$ cat src/rtl/cmdl_pkg.sv
package cmdl_pkg;
    // word index of each mapped register (byte offset = index * 4)
    localparam int unsigned IDX_BASE   = 0;
    localparam int unsigned IDX_LIMIT  = 1;
    localparam int unsigned IDX_CURSOR = 2;
    localparam int unsigned IDX_STATUS = 3;
    localparam int unsigned IDX_CYCLES = 4;

    localparam int unsigned NUM_FLAGS  = 3;

    // flag order inside the flag vector and the status read word
    localparam int unsigned FLG_SRC   = 0;
    localparam int unsigned FLG_HOLD  = 1;
    localparam int unsigned FLG_DRAIN = 2;
    localparam int unsigned ERR_BIT   = NUM_FLAGS;

    typedef enum logic [2:0] {
        SEL_BASE,
        SEL_LIMIT,
        SEL_CURSOR,
        SEL_STATUS,
        SEL_CYCLES,
        SEL_NONE
    } reg_sel_e;
endpackage

$ cat src/rtl/cmdl_addr_decode.sv
module cmdl_addr_decode
    import cmdl_pkg::*;
#(
    parameter int unsigned ADDR_W = 5
) (
    input  logic [ADDR_W-1:0] addr,
    output reg_sel_e          sel
);
    localparam int unsigned WIDX_W = ADDR_W - 2;

    logic [WIDX_W-1:0] widx;
    logic              aligned;

    assign widx    = addr[ADDR_W-1:2];
    assign aligned = (addr[1:0] == 2'b00);

    always_comb begin
        sel = SEL_NONE;
        if (aligned) begin
            if (widx == WIDX_W'(IDX_BASE))        sel = SEL_BASE;
            else if (widx == WIDX_W'(IDX_LIMIT))  sel = SEL_LIMIT;
            else if (widx == WIDX_W'(IDX_CURSOR)) sel = SEL_CURSOR;
            else if (widx == WIDX_W'(IDX_STATUS)) sel = SEL_STATUS;
            else if (widx == WIDX_W'(IDX_CYCLES)) sel = SEL_CYCLES;
            else                                  sel = SEL_NONE;
        end
    end
endmodule

$ cat src/rtl/cmdl_flag_pairs.sv
module cmdl_flag_pairs #(
    parameter int unsigned NFLAG = 3
) (
    input  logic               wr_en,
    input  logic [2*NFLAG-1:0] ctrl,
    input  logic [NFLAG-1:0]   flags_q,
    output logic [NFLAG-1:0]   flags_d
);
    for (genvar i = 0; i < NFLAG; i++) begin : g_pair
        logic clr_bit;
        logic set_bit;

        assign clr_bit = ctrl[2*i];
        assign set_bit = ctrl[2*i+1];

        always_comb begin
            flags_d[i] = flags_q[i];
            if (wr_en) begin
                case ({set_bit, clr_bit})
                    2'b10:   flags_d[i] = 1'b1;
                    2'b01:   flags_d[i] = 1'b0;
                    default: flags_d[i] = flags_q[i];
                endcase
            end
        end
    end
endmodule

$ cat src/rtl/cmdl_span_check.sv
module cmdl_span_check #(
    parameter int unsigned DATA_W = 32
) (
    input  logic [DATA_W-1:0] base,
    input  logic [DATA_W-1:0] limit,
    output logic              nonempty,
    output logic              inverted
);
    always_comb begin
        nonempty = (limit > base);
        inverted = (limit < base);
    end
endmodule

$ cat src/rtl/cmdlist_regs.sv
module cmdlist_regs
    import cmdl_pkg::*;
#(
    parameter int unsigned DATA_W = 32,
    parameter int unsigned ADDR_W = 5
) (
    input  logic              clk,
    input  logic              rst_n,
    input  logic              bus_sel,
    input  logic              bus_we,
    input  logic [ADDR_W-1:0] bus_addr,
    input  logic [DATA_W-1:0] bus_wdata,
    output logic [DATA_W-1:0] bus_rdata,
    input  logic [DATA_W-1:0] clk_count,
    output logic              kick,
    output logic              range_err,
    output logic              src_ext,
    output logic              hold,
    output logic              drain
);
    localparam int unsigned CTRL_W = 2 * NUM_FLAGS;

    typedef struct packed {
        logic [DATA_W-1:0]    base;
        logic [DATA_W-1:0]    limit;
        logic [DATA_W-1:0]    cursor;
        logic [NUM_FLAGS-1:0] flags;
        logic                 err;
        logic                 kick;
    } state_t;

    state_t st_q;
    state_t st_d;

    reg_sel_e             sel;
    logic                 wr;
    logic [NUM_FLAGS-1:0] flags_d;
    logic                 span_nonempty;
    logic                 span_inverted;

    // observation points for the bound checker
    logic [DATA_W-1:0]    base_q;
    logic [DATA_W-1:0]    cursor_q;
    logic [NUM_FLAGS-1:0] flags_q;

    assign wr = bus_sel && bus_we;

    cmdl_addr_decode #(.ADDR_W(ADDR_W)) u_dec (
        .addr (bus_addr),
        .sel  (sel)
    );

    cmdl_flag_pairs #(.NFLAG(NUM_FLAGS)) u_flags (
        .wr_en   (wr && (sel == SEL_STATUS)),
        .ctrl    (bus_wdata[CTRL_W-1:0]),
        .flags_q (st_q.flags),
        .flags_d (flags_d)
    );

    cmdl_span_check #(.DATA_W(DATA_W)) u_span (
        .base     (st_q.base),
        .limit    (bus_wdata),
        .nonempty (span_nonempty),
        .inverted (span_inverted)
    );

    always_comb begin
        st_d       = st_q;
        st_d.kick  = 1'b0;
        st_d.flags = flags_d;
        if (wr) begin
            case (sel)
                SEL_BASE: begin
                    st_d.base   = bus_wdata;
                    st_d.cursor = bus_wdata;
                end
                SEL_LIMIT: begin
                    st_d.limit = bus_wdata;
                    st_d.kick  = span_nonempty;
                    st_d.err   = span_inverted;
                end
                default: begin
                end
            endcase
        end
    end

    always_ff @(posedge clk) begin
        if (!rst_n) st_q <= '0;
        else        st_q <= st_d;
    end

    always_comb begin
        bus_rdata = '0;
        case (sel)
            SEL_BASE:   bus_rdata = st_q.base;
            SEL_LIMIT:  bus_rdata = st_q.limit;
            SEL_CURSOR: bus_rdata = st_q.cursor;
            SEL_STATUS: begin
                bus_rdata[NUM_FLAGS-1:0] = st_q.flags;
                bus_rdata[ERR_BIT]       = st_q.err;
            end
            SEL_CYCLES: bus_rdata = clk_count;
            default:    bus_rdata = '0;
        endcase
    end

    assign kick      = st_q.kick;
    assign range_err = st_q.err;
    assign src_ext   = st_q.flags[FLG_SRC];
    assign hold      = st_q.flags[FLG_HOLD];
    assign drain     = st_q.flags[FLG_DRAIN];
    assign base_q    = st_q.base;
    assign cursor_q  = st_q.cursor;
    assign flags_q   = st_q.flags;
endmodule

$ cat config.mk
export PLATFORM = sky130hd
export DESIGN_NAME = cmdlist_regs
export DESIGN_NICKNAME = d
export VERILOG_FILES = /design/src/rtl/cmdl_pkg.sv /design/src/rtl/cmdl_addr_decode.sv /design/src/rtl/cmdl_flag_pairs.sv /design/src/rtl/cmdl_span_check.sv /design/src/rtl/cmdlist_regs.sv
export SDC_FILE = /design/constraint.sdc
export NUM_CORES = 1
export LEC_CHECK = 0
export BUFFER_PORTS_ARGS = -buffer_cell sky130_fd_sc_hd__buf_2
export CAP_MARGIN = 10
export CORE_MARGIN = 3
export CORE_UTILIZATION = 30
export DETAILED_ROUTE_END_ITERATION = 12
export PLACE_DENSITY_LB_ADDON = 0.25
export SLEW_MARGIN = 20
export SYNTH_ARGS = -nofsm -noshare
export SYNTH_HDL_FRONTEND = slang
export SYNTH_SLANG_ARGS = --single-unit
export TNS_END_PERCENT = 10
$ cat constraint.sdc
create_clock -name clk -period 1.6 [get_ports clk]
set_input_delay 0.32 -clock clk [delete_from_list [all_inputs] [get_ports clk]]
set_output_delay 0.32 -clock clk [all_outputs]
set_load 0.05 [all_outputs]
==> tab_implementation.tex <==
\begin{tabular}{lr}
\hline
Metric & Value \\
\hline
\multicolumn{2}{l}{\textbf{Run status}} \\
Run status & finished with violations \\
Violations in the final reports & negative setup slack \\
\multicolumn{2}{l}{\textbf{Logic synthesis}} \\
Number of warnings printed during yosys synthesis & 0 \\
Cell with the most instances after synthesis & nand2\_1 \\
Leading cell types by total area after synthesis & dfxtp\_1, nand2\_1, a21boi\_1 \\
Async set-or-reset flop fraction in the synthesized netlist & 0\% \\
Count of distinct cell types in the synthesized netlist & 37 \\
Synth top cells by count & nand2\_1, dfxtp\_1, a21boi\_1, inv\_1, ha\_1 \\
Sequential cell area fraction in the yosys report & 34.8\% \\
Synthesized net count & 609 \\
Yosys top cell by area & dfxtp\_1 \\
Post-synth EDFFs & 0 \\
Synth Flop Type & dfxtp\_1 \\
FF+latch count, synth & 69 \\
Synthesized instance count & 501 \\
Proportion of netlist area held by the largest area contributor & 34.8\% \\
Mean post-synth cell area & 7.92 um2 \\
Post-Synthesis Cell Area & 0.00397 mm2 \\
\multicolumn{2}{l}{\textbf{Timing}} \\
Period utilisation layout & 118\% \\
Number of setup violations in the final report & 34 \\
Worst Clk Skew & 0.00355 ns \\
Worst Setup Slack, final & -0.281 ns \\
RSZ-0062 raised after global routing & yes \\
Maximum achievable frequency & 0.532 GHz \\
Final hold vios & 0 \\
Worst slew pin tran & 0.454 ns \\
Final Max Slew Viols & 0 \\
Minimum clock period after layout & 1.88 ns \\
Max transition margin & 69.7\% \\
\multicolumn{2}{l}{\textbf{Floorplanning}} \\
Area of the core region & 0.0128 mm2 \\
Die boundary height & 121 um \\
Floorplan row count & 41 \\
Die Span X & 121 um \\
Total I/O pin count & 110 \\
Floorplan die area & 0.0146 mm2 \\
Starting Density & 31.1\% \\
\multicolumn{2}{l}{\textbf{Cells and area}} \\
Area growth from synthesis to layout & 55.5\% \\
Number of diodes added for antenna fixing & 0 \\
Post-route standard cell area excluding fillers & 0.00617 mm2 \\
Nets & 782 \\
Layout cells sized above 1 & 38.4\% \\
Utilization after layout & 48.3\% \\
\multicolumn{2}{l}{\textbf{Detailed routing}} \\
Number of violations reported at the end of detailed-routing iteration 0 & 297 \\
DRC Markers & 0 \\
Total length of routed wires & 13.1 mm \\
Total via count after detailed routing & 4238 \\
Number of antenna-violating nets in the routed design & 0 \\
DR pass1 iterations & 9 \\
Average wire per standard cell & 15.4 um \\
Average via count per standard cell & 4.98 \\
\multicolumn{2}{l}{\textbf{Global routing}} \\
Initial antenna violation count & 0 \\
Overall fraction of global-route tracks in use & 17.4\% \\
Via count of the first global-routing pass & 4085 \\
Largest net degree at the start of global routing & 39 \\
Wire length of the first global-routing pass & 20.1 mm \\
Gr ovfl total & 0 \\
\multicolumn{2}{l}{\textbf{Setup path}} \\
CP endpoint kind & output port \\
Arrival time reported for the critical path endpoint & 1.56 ns \\
Biggest cell delay along the critical path & 0.41 ns \\
Critical-path top delay cell & a222oi\_1 \\
Largest fanout on the critical path & 7 \\
Kind of launch point of the worst setup path & primary input \\
CP required & 1.28 ns \\
Critical path class & in -> out \\
Most common cell on crit path & buf\_8 \\
Crit path cell chain & buf\_8, nor4b\_4, and2b\_4, buf\_12, a222oi\_1, inv\_2, buf\_8 \\
\multicolumn{2}{l}{\textbf{Power and ir drop}} \\
Cell Pwr Density & 754 mW/mm2 \\
Worst vdd ir & 0.458 mV \\
Reported leakage power & 2.70 nW \\
\multicolumn{2}{l}{\textbf{Flow run}} \\
Number of violations of the max-capacitance limit & 0 \\
\multicolumn{2}{l}{\textbf{Hold path}} \\
Class of the tightest hold or removal check & in -> reg \\
\multicolumn{2}{l}{\textbf{Placed design}} \\
Final weighted congestion in routability-driven placement & 0.776 \\
Pre-CTS setup slack & -0.438 ns \\
Detailed placer's ending HPWL & 9.09 mm \\
DP Area & 0.00529 mm2 \\
Number of input and output port buffers inserted & 109 \\
\multicolumn{2}{l}{\textbf{Clock tree}} \\
Clock input transition at the sequential cells of the worst setup and hold paths & 0.06 ns \\
Clock sink count & 69 \\
Library cell used as clock root buffer & clkbuf\_16 \\
CTS tree & built \\
Maximum buffer depth of the clock tree & 2 \\
Latest clock arrival within the worst-skew pair & 0.34 ns \\
CTS H-tree depth & 3 \\
Clock buffer count from CTS & 9 \\
\# hold bufs at CTS & 0 \\
\hline
\end{tabular}
what timing repair did:
item                                    CTS  global route
pin swaps                                14            13
buffers inserted                          0             1
resized for setup                        62            66
cloned                                    0             3
endpoints found under the setup margin   34            72
cell usage in the layout (no fill, tap or decap), types with 10 or more instances in the layout:
cell | netlist | routed
a21boi_1 | 64 | 59
a21oi_1 | 10 | 10
a222oi_1 | 32 | 32
buf_2 | 4 | 73
buf_4 | 1 | 70
buf_8 | 0 | 32
clkbuf_16 | 0 | 11
dfxtp_1 | 69 | 67
ha_1 | 35 | 34
inv_1 | 63 | 35
inv_2 | 0 | 28
nand2_1 | 146 | 140
nand4_1 | 10 | 10
report_power, final:
| group | internal, mW | switching, mW | total (mW) |
|---|---|---|---|
| combinational | 0.263 | 0.260 | 0.524 |
| clock | 1.61 | 0.791 | 2.40 |
| sequential | 1.73 | 0.00379 | 1.73 |
| total | 3.60 | 1.05 | 4.65 |
layer usage:
layer	vias to the layer above	track usage (%)	routed length, um
li1	2081	-	-
met1	1994	22.4	5750
met2	145	28.6	6200
met3	18	3.03	877
met4	0	7.72	290
met5	-	0	0
logic make-up after synthesis:
group                      count (synthesis)  share of synthesized area [%]
AOI/OAI and AO/OA                        124                           25.2
adders and majority gates                 35                           11.0
buffers and inverters                     94                           9.68
DFF                                       69                           34.8
and+or+nand+nor                          179                           19.4
layout make-up:
type | instances | area, um2
Multi-Input combinational cell | 338 | 2330
Clock buffer | 11 | 253
Inverter | 63 | 236
Clock inverter | 5 | 106
Tap cell | 172 | 215
Fill cell | 1213 | 6600
Timing Repair Buffer | 193 | 1650
Sequential cell | 69 | 1380
through the flow:
step / setup TNS [ns] / hold WS, ns / std cells / power (mW)
4_1_cts: -8.37 / 0.226 / 847 / 4.66
6_report: -8.04 / 0.239 / 851 / 4.65
3_5_place_dp: -31.80 / 0.444 / 831 / 2.23
3_3_place_gp: -27.90 / 0.441 / 831 / 2.23
5_1_grt: -10.75 / 0.244 / 851 / 4.82
2_1_floorplan: -1.88 / 0.434 / 501 / 1.97
worst max-delay path: cells and delay by family:
kind,cells,cell delay (ns)
buffers and inverters,4,0.49
AOI/OAI and AO/OA,1,0.41
and+or+nand+nor,2,0.34
final timing paths:
path / cells past startpoint / slack [ns] / from / to
max: 7 / -0.28 / bus_addr[2] / bus_rdata[4]
min: 3 / 0.24 / bus_wdata[16] / cursor_q[16]
max reg2reg: 8 / -0.22 / cursor_q[30] / kick
min reg2reg: 2 / 0.45 / st_q[44] / st_q[44]
state kept, by name, indices dropped and copies added (netlist names):
signal / cells
st_q: 32
range_err: 1
flags_q: 3
cursor_q: 32
kick: 1
Note: power is estimated with default switching activity, not from simulation.
